===== config.mk =====
export PLATFORM = sky130hd
export DESIGN_NAME = msi_irq_ctrl
export DESIGN_NICKNAME = d
export VERILOG_FILES = /design/src/rtl/msi_irq_pkg.sv /design/src/rtl/msi_csr.sv /design/src/rtl/msi_decode.sv /design/src/rtl/msi_pending.sv /design/src/rtl/msi_irq_ctrl.sv
export SDC_FILE = /design/constraint.sdc
export NUM_CORES = 1
export LEC_CHECK = 0
export ABC_AREA = 1
export BUFFER_PORTS_ARGS = -buffer_cell sky130_fd_sc_hd__buf_4
export CAP_MARGIN = 20
export CELL_PAD_IN_SITES_DETAIL_PLACEMENT = 2
export CELL_PAD_IN_SITES_GLOBAL_PLACEMENT = 2
export CORE_AREA = 2 2 147 185
export DETAILED_ROUTE_END_ITERATION = 8
export DIE_AREA = 0 0 149 187
export MAX_ROUTING_LAYER = met4
export PLACE_DENSITY = 0.83
export REMOVE_ABC_BUFFERS = 1
export SYNTH_ARGS = -nofsm -noshare
export SYNTH_HDL_FRONTEND = slang
export SYNTH_HIERARCHICAL = 1
export SYNTH_SLANG_ARGS = --single-unit

===== constraint.sdc =====
create_clock -name clk_i -period 1.7 [get_ports clk_i]
set_input_delay 0.34 -clock clk_i [delete_from_list [all_inputs] [get_ports clk_i]]
set_output_delay 0.34 -clock clk_i [all_outputs]
set_load 0.05 [all_outputs]

===== src/rtl/msi_irq_pkg.sv =====
package msi_irq_pkg;
  localparam int unsigned CSR_DW = 32;

  typedef enum logic [1:0] {
    SEL_DB_LO   = 2'd0,
    SEL_DB_HI   = 2'd1,
    SEL_VEC_EN  = 2'd2,
    SEL_PENDING = 2'd3
  } csr_sel_e;
endpackage


===== src/rtl/msi_csr.sv =====
module msi_csr
  import msi_irq_pkg::*;
#(
  parameter int unsigned NUM_VEC = 32
) (
  input  logic                  clk_i,
  input  logic                  rst_ni,
  input  logic                  we_i,
  input  logic [1:0]            sel_i,
  input  logic [CSR_DW-1:0]     wdata_i,
  output logic [CSR_DW-1:0]     rdata_o,
  input  logic [NUM_VEC-1:0]    pend_i,
  output logic [2*CSR_DW-1:0]   db_addr_o,
  output logic                  rx_en_o,
  output logic [NUM_VEC-1:0]    vec_en_o,
  output logic [NUM_VEC-1:0]    clr_o
);
  logic [CSR_DW-1:0]  db_lo_q, db_hi_q;
  logic [NUM_VEC-1:0] vec_en_q;
  csr_sel_e           sel;

  assign sel = csr_sel_e'(sel_i);

  always_ff @(posedge clk_i or negedge rst_ni) begin
    if (!rst_ni) begin
      db_lo_q  <= '0;
      db_hi_q  <= '0;
      vec_en_q <= '0;
    end else if (we_i) begin
      case (sel)
        SEL_DB_LO:  db_lo_q  <= wdata_i;
        SEL_DB_HI:  db_hi_q  <= wdata_i;
        SEL_VEC_EN: vec_en_q <= wdata_i[NUM_VEC-1:0];
        default: ;
      endcase
    end
  end

  always_comb begin
    rdata_o = '0;
    case (sel)
      SEL_DB_LO:   rdata_o = db_lo_q;
      SEL_DB_HI:   rdata_o = db_hi_q;
      SEL_VEC_EN:  rdata_o[NUM_VEC-1:0] = vec_en_q;
      SEL_PENDING: rdata_o[NUM_VEC-1:0] = pend_i;
      default: ;
    endcase
  end

  // enable bit is not part of the compared address
  assign db_addr_o = {db_hi_q, db_lo_q[CSR_DW-1:1], 1'b0};
  assign rx_en_o   = db_lo_q[0];
  assign vec_en_o  = vec_en_q;
  assign clr_o     = (we_i && sel == SEL_PENDING) ? wdata_i[NUM_VEC-1:0] : '0;
endmodule


===== src/rtl/msi_decode.sv =====
module msi_decode
  import msi_irq_pkg::*;
#(
  parameter int unsigned NUM_VEC = 32,
  parameter int unsigned ADDR_W  = 64
) (
  input  logic               valid_i,
  input  logic [ADDR_W-1:0]  addr_i,
  input  logic [CSR_DW-1:0]  data_i,
  input  logic [ADDR_W-1:0]  db_addr_i,
  input  logic               rx_en_i,
  output logic [NUM_VEC-1:0] set_oh_o
);
  localparam int unsigned VEC_W = $clog2(NUM_VEC);

  logic             hit;
  logic [VEC_W-1:0] idx;
  logic             unused_data;

  assign hit         = valid_i && rx_en_i && (addr_i == db_addr_i);
  assign idx         = data_i[VEC_W-1:0];
  assign unused_data = ^data_i[CSR_DW-1:VEC_W];

  for (genvar i = 0; i < NUM_VEC; i++) begin : g_dec
    assign set_oh_o[i] = hit && (idx == VEC_W'(i));
  end
endmodule


===== src/rtl/msi_pending.sv =====
module msi_pending #(
  parameter int unsigned NUM_VEC = 32
) (
  input  logic               clk_i,
  input  logic               rst_ni,
  input  logic [NUM_VEC-1:0] set_i,
  input  logic [NUM_VEC-1:0] clr_i,
  output logic [NUM_VEC-1:0] pend_o
);
  logic [NUM_VEC-1:0] pend_q;

  for (genvar i = 0; i < NUM_VEC; i++) begin : g_bit
    always_ff @(posedge clk_i or negedge rst_ni) begin
      if (!rst_ni)       pend_q[i] <= 1'b0;
      else if (set_i[i]) pend_q[i] <= 1'b1;  // set beats clear
      else if (clr_i[i]) pend_q[i] <= 1'b0;
    end
  end

  assign pend_o = pend_q;

  assert_set_wins_R8: assert property (@(posedge clk_i) disable iff (!rst_ni)
    (set_i != '0) |=> ((pend_q & $past(set_i)) == $past(set_i)));

  assert_w1c_R7: assert property (@(posedge clk_i) disable iff (!rst_ni)
    ((clr_i & ~set_i) != '0) |=> ((pend_q & $past(clr_i & ~set_i)) == '0));

  assert_no_stray_set_R11: assert property (@(posedge clk_i) disable iff (!rst_ni)
    1'b1 |=> ((pend_q & ~$past(pend_q) & ~$past(set_i)) == '0));
endmodule


===== src/rtl/msi_irq_ctrl.sv =====
module msi_irq_ctrl
  import msi_irq_pkg::*;
#(
  parameter int unsigned NUM_VEC = 32,
  parameter int unsigned ADDR_W  = 2 * CSR_DW
) (
  input  logic              clk_i,
  input  logic              rst_ni,
  input  logic              csr_we_i,
  input  logic [1:0]        csr_sel_i,
  input  logic [CSR_DW-1:0] csr_wdata_i,
  output logic [CSR_DW-1:0] csr_rdata_o,
  input  logic              msi_valid_i,
  input  logic [ADDR_W-1:0] msi_addr_i,
  input  logic [CSR_DW-1:0] msi_data_i,
  input  logic              intx_i,
  output logic              irq_o
);
  logic [ADDR_W-1:0]  db_addr;
  logic               rx_en;
  logic [NUM_VEC-1:0] vec_en, clr, set_oh, pend;
  logic               irq_q;

  msi_csr #(.NUM_VEC(NUM_VEC)) u_csr (
    .clk_i    (clk_i),
    .rst_ni   (rst_ni),
    .we_i     (csr_we_i),
    .sel_i    (csr_sel_i),
    .wdata_i  (csr_wdata_i),
    .rdata_o  (csr_rdata_o),
    .pend_i   (pend),
    .db_addr_o(db_addr),
    .rx_en_o  (rx_en),
    .vec_en_o (vec_en),
    .clr_o    (clr)
  );

  msi_decode #(.NUM_VEC(NUM_VEC), .ADDR_W(ADDR_W)) u_dec (
    .valid_i  (msi_valid_i),
    .addr_i   (msi_addr_i),
    .data_i   (msi_data_i),
    .db_addr_i(db_addr),
    .rx_en_i  (rx_en),
    .set_oh_o (set_oh)
  );

  msi_pending #(.NUM_VEC(NUM_VEC)) u_pend (
    .clk_i (clk_i),
    .rst_ni(rst_ni),
    .set_i (set_oh),
    .clr_i (clr),
    .pend_o(pend)
  );

  always_ff @(posedge clk_i or negedge rst_ni) begin
    if (!rst_ni) irq_q <= 1'b0;
    else         irq_q <= (|(pend & vec_en)) | intx_i;
  end

  assign irq_o = irq_q;

  assert_onehot_set_R3: assert property (@(posedge clk_i) disable iff (!rst_ni)
    $onehot0(set_oh));

  assert_rx_disabled_R5: assert property (@(posedge clk_i) disable iff (!rst_ni)
    !rx_en |-> (set_oh == '0));

  assert_intx_irq_R9: assert property (@(posedge clk_i) disable iff (!rst_ni)
    intx_i |=> irq_o);

  assert_idle_no_irq_R10: assert property (@(posedge clk_i) disable iff (!rst_ni)
    (!intx_i && ((pend & vec_en) == '0)) |=> !irq_o);
endmodule


### After elaboration in Yosys (flattened, before gate mapping)

Cells that the tools add are included.
W data, S select, Z words.

| operators by class | value |
|---|---|
| reduce and logical (&&, ||, !) cells | 73 |
| bitwise logic cells | 2 |
| equality and inequality tests | 35 |
| muxes and demuxes | 66 |

Operator list:

| operator | number |
|---|---|
| $pmux W32 S4 | 1 |
| $eq A5 B5 Y1 const B | 16 |
| $eq A64 B64 Y1 | 1 |
| $mux W1 | 64 |
| $reduce_bool A2 Y1 | 32 |
| $eq A5 B4 Y1 const B | 8 |
| $logic_and A1 B1 Y1 | 35 |
| $and A32 B32 Y32 | 1 |
| $mux W32 | 1 |
| $reduce_or A32 Y1 | 1 |
| $eq A5 B3 Y1 const B | 4 |
| $eq A5 B2 Y1 const B | 2 |
| $reduce_and A2 Y1 | 3 |
| $eq A5 B1 Y1 const B | 1 |
| $logic_not A5 Y1 | 1 |
| $eq A2 B2 Y1 const B | 2 |
| $eq A2 B1 Y1 const B | 1 |
| $logic_not A2 Y1 | 1 |
| $or A1 B1 Y1 | 1 |

| word-level totals | value |
|---|---|
| word-level logic and storage cells | 212 |
| register bits | 129 |
| bits of input ports | 135 |
| output and inout port bits | 33 |

### Logic depth before layout (Yosys ltp)

| logic depth | value |
|---|---|
| depth after elaboration | 5 |
| mapped depth | 14 |
| gate-level depth less buffers | 12 |

### Modules after synthesis

The synthesis kept the hierarchy.

By module, submodules not included:

| module | times used | cells an instance | sequential area each (um^2) | area an instance (um^2) |
|---|---|---|---|---|
| msi_csr | 1 | 567 | 2,402.3 | 4,591.9 |
| msi_decode | 1 | 364 | 0.0 | 1,611.5 |
| msi_pending | 1 | 160 | 800.8 | 1,281.2 |
| msi_irq_ctrl | 1 | 61 | 25.0 | 259.0 |

### Worst setup path before layout

Ideal clock, no wire load.

| timing | value |
|---|---|
| path kind | input port to output port |
| start point | input port csr_sel_i[1] |
| end point | output port csr_rdata_o[0] |
| setup slack | -0.037 ns |
| required time | 1.360 ns |
| cell stages on the path | 5 |
| arrival time | 1.397 ns |
| buffers on the path | 2 |
| cell sequence | buf_4 inv_2 clkbuf_1 nand3_1 nand4_1 |

| on the way | value |
|---|---|
| longest elaborated chain between the ends | 2 |
| elaborated cells between the ends (all ways) | 5 |
| those cells by class | eq/ne (3); mux (1); reduce/logical (1) |

RTL lines:

| item | RTL line | RTL |
|---|---|---|
| start: declaration | msi_irq_ctrl.sv:10 | `input logic [1:0] csr_sel_i,` |
| $eq A2 B2 Y1 (tied with other cells) | msi_csr.sv:41 | `case (sel)` |
| $pmux W32 S4 * | msi_csr.sv:41 |  |
| end: declaration | msi_irq_ctrl.sv:12 | `output logic [CSR_DW-1:0] csr_rdata_o,` |

Mark *: on every way between the ends. The rest lies on a longest branch, timed or not.

### Worst setup path in the final report

| timing | value |
|---|---|
| start point | register u_csr.db_lo_q[31] |
| end point | register u_pend.pend_q[0] (netlist: u_pend/pend_o[0]) |

| on the way | value |
|---|---|
| longest elaborated chain between the ends | 4 |
| elaborated cells between the ends (all ways) | 5 |
| those cells by class | eq/ne (1); mux (1); reduce/logical (3) |

RTL lines:

| item | RTL line | RTL |
|---|---|---|
| start: declaration | msi_csr.sv:18 | `logic [CSR_DW-1:0] db_lo_q, db_hi_q;` |
| start signal: assignment | msi_csr.sv:31 | `SEL_DB_LO: db_lo_q <= wdata_i;` |
| $eq A64 B64 Y1 * | msi_decode.sv:20 | `assign hit = valid_i && rx_en_i && (addr_i == db_addr_i);` |
| $logic_and A1 B1 Y1 * | msi_decode.sv:20 |  |
| $logic_and A1 B1 Y1 * | msi_decode.sv:25 | `assign set_oh_o[i] = hit && (idx == VEC_W'(i));` |
| via set_oh[0] | msi_irq_ctrl.sv:21 | `logic [NUM_VEC-1:0] vec_en, clr, set_oh, pend;` |
| $mux W1 or $reduce_bool A2 Y1 (tied branches) | -- |  |
| end signal: indexed assignment | msi_pending.sv:14 | `if (!rst_ni) pend_q[i] <= 1'b0;` |
| end signal: indexed assignment | msi_pending.sv:15 | `else if (set_i[i]) pend_q[i] <= 1'b1;` |
| end signal: indexed assignment | msi_pending.sv:16 | `else if (clr_i[i]) pend_q[i] <= 1'b0;` |
| end: declaration | msi_pending.sv:10 | `logic [NUM_VEC-1:0] pend_q;` |

Mark *: on every way through the listed nets, which the timed path passes. The rest lies on a longest branch.
A chain may end at the register's enable or synchronous reset.

==> out/metrics.yaml <==
layout:
  register_area_mm2: 0.003239
  syn2layout_area_growth_pct: 48.71
  nNetsFinal: 1507
  num_antenna_cells: 0
  multi_input_area_mm2: 0.004118
  fillers: 3002
  drive_gt1_share_pct: 33.48
sta:
  slew_violations: 0
  finalSetupViolCount: 58
  fin_skew_ns: 0.01084
  period_needed_ns: 2.211
  grt_setup_unrepaired: "true"
  fmax_mhz: 452.3
  fin_crit_sh_pct: 130.0
  setup_slack_ns: -0.5107
  holdWs_ns: 0.2179
  hold_violations: 0
synth:
  synth.distinct_cells: 23
  ys_seq_area_share_pct: 41.69
  synthCells: 1152
  yosysWarnings: 6
  ys_ff_latch: 129
  netlist_area_mm2: 0.007744
  syn_area_per_cell_um2: 6.722
worst_setup_path:
  arrival_ns: 2.59
  reg2reg_from: "u_csr/db_lo_q[31]$_DFFE_PN0P_"
  r2r_end: "u_pend/pend_o[0]$_DFFE_PN0P_"
  r2r_slack_ns: -0.51
  worstSetupEndpointType: "flip-flop"
  crit_type: "reg -> reg"
  crit_fanout: 8
  required_ns: 2.08
  worstRegToRegCells: 12
  start_kind: "flip-flop"
hold_path:
  hold_end: "u_csr/db_lo_q[18]$_DFFE_PN0P_"
  whs_path_depth: 3
  holdCritStartpoint: "csr_wdata_i[18]"
  hold_path_class: "in -> reg"
power:
  swShare_pct: 37.11
  power.total_w: 0.01101
  p_clk_share_pct: 33.2
  comb_power_share_pct: 31.4
  sequentialPowerShare_pct: 35.3
  netSwitchingPower_w: 0.004087
  p_int_w: 0.006927
  powerDensity_mw_per_mm2: 956.3
  vdd_drop_max_v: 0.0007566
  power_leakage_nw: 5.645
global_routing:
  grt_usage_pct: 30.69
  first_global_vias: 10410
  grt_max_degree: 46
  globalRouteOverflowTotal: 0
  grt_pass1_wl_um: 62220
  antenna_found_initial: 0
floorplan:
  fp.dieH_um: 187
  die_w_um: 149
  initial_core_util_pct: 29.42
  die_area_mm2: 0.02786
  core-area_mm2: 0.02632
  rows: 67
  io-pin-count: 168
clock_network:
  clkSlewWorstSetupHoldPaths_ns: 0.06
  clock_latency_ns: 0.45
  cts_tree: "built"
  cts_sinks: 129
  clock_path_buffers: 2
  cts_buffers: 17
  htree_levels: 4
  cts_root_buf: "clkbuf_16"
drt:
  viasPerCell: 5.563
  post_drt_wl_per_cell_um: 27.63
  vias: 9613
  antenna_left: 0
  drc_errors: 0
  drt_iter0_drc: 851
  wl_um: 47740
  first_pass_iters: 5
place:
  portBuffers: 140
  pre_cts_ws_ns: -0.3048
  dp_hpwl_um: 25900
  place_congestion: 0.8216
status:
  status: "complete, but fails checks"
  violations: "negative setup slack"
run:
  drv_cap: 0
==> worst max-delay path, stage by stage (launching register included) <==
cell and delay, ns:
dfrtp_1 0.41, nand2_1 0.11, nand2_1 0.14, nor2_1 0.14, nand2_1 0.08, nor2_1 0.20
nand2_2 0.12, nor2_4 0.16, nand3_4 0.23, buf_12 0.24, nor2_2 0.13, inv_1 0.08
nand2_2 0.08
==> routing by layer <==
layer	track usage [%]	vias to the layer above	part of all wire, %
met3	5.244	218	5.5
met2	52.84	479	50
met1	32.85	4903	37
met5	-	-	0
li1	-	4013	-
met4	18.02	0	7.5
==> cells in the mapped netlist <==
master	n	area, um^2
nand2_1	362	1359
inv_2	2	7.510
inv_1	181	679.4
conb_1	1	3.750
o22ai_1	3	18.77
buf_4	3	22.52
dfrtp_1	129	3228
o21ai_1	17	85.08
xor2_1	3	26.28
nand3_4	2	35.03
nand2_4	1	11.26
xnor2_1	11	96.34
buf_6	3	33.78
nand3_2	1	10.01
nand3_1	130	650.6
buf_2	30	150.1
a21oi_1	1	5.000
nor2_1	93	349.1
o21ai_0	95	475.5
nor2_8	1	20.02
nand4_1	35	219.0
nor2_2	31	193.9
clkbuf_1	17	63.81
==> cells in the final DEF, fill, tap and decap left out, types with 36 or more instances in the layout <==
cell,count
dfrtp_1,120
nor2_4,36
o21ai_0,92
nor2_1,71
buf_6,83
nand3_1,104
nand2_1,304
buf_4,149
nand2_2,52
inv_1,153
==> logic make-up (layout without fill, tap and decap cells) <==
kind of cell,Yosys count,after routing,share of synthesized area (%)
AO/OA/AOI/OAI,116,116,7.546
XOR/XNOR,14,14,1.583
buffers and inverters,236,467,12.36
flip-flops,129,129,41.69
other,1,1,0.04843
AND/OR/NAND/NOR,656,656,36.77
==> sequential cells by signal, summed over array words and instances, names as in the netlist <==
name and count:
irq_o 1, u_csr/db_hi_q 32, u_csr/db_lo_q 32, u_csr/vec_en_o 32
u_pend/pend_o 32
==> through the flow <==
step	TNS [ns]	utilization, %	instance area, um^2	cells
2_1_floorplan	-5.320	-	7473	1099
3_3_place_gp	-5.904	37.52	9876	1676
3_5_place_dp	-8.284	37.52	9876	1676
4_1_cts	-6.792	41.73	10990	1713
5_1_grt	-18.99	43.75	11520	1728
6_report	-15.95	43.75	11520	1728
==> power by group through the flow <==
stage	sequential (W)	combinational, W	clock [W]
detailed placement	0.00382	0.00272	0
finish	0.00389	0.00346	0.00366
global route	0.00391	0.00364	0.00379
floorplan	0.00375	0.00126	0
global placement	0.00378	0.00259	0
CTS	0.00381	0.00301	0.00358
==> worst max path at each step <==
stage,from,end,slack (ns),depth (start not counted)
finish,u_csr/db_lo_q[31]$_DFFE_PN0P_,u_pend/pend_o[0]$_DFFE_PN0P_,-0.51,12
global route,u_csr/db_lo_q[25]$_DFFE_PN0P_,u_pend/pend_o[0]$_DFFE_PN0P_,-0.55,13
CTS,u_csr/db_hi_q[26]$_DFFE_PN0P_,u_pend/pend_o[11]$_DFFE_PN0P_,-0.24,12
detailed placement,msi_addr_i[11],u_pend/pend_o[9]$_DFFE_PN0P_,-0.30,14
global placement,msi_addr_i[11],u_pend/pend_o[1]$_DFFE_PN0P_,-0.21,14
floorplan,u_csr/db_hi_q[8]$_DFFE_PN0P_,u_pend/pend_o[1]$_DFFE_PN0P_,-0.18,11
==> final cells by class <==
type | instances | area share, %
multi-input cells | 787 | 35.76
clock inverters | 6 | 0.4998
well taps | 345 | 3.748
clock buffers | 24 | 4.183
inverters | 183 | 5.965
flip-flops and latches | 129 | 28.13
repair buffers | 254 | 21.72
==> what timing repair did <==
action | 4_1_cts | 5_1_grt
setup buffers | 9 | 26
hold buffers | 1 | 0
cloned | 1 | 2
endpoints found under the setup margin | 62 | 64
hold endpoints to repair | 16 | 0
gates resized for setup | 139 | 145
pin swaps | 32 | 57
Note: power is estimated with default switching activity, not from simulation.
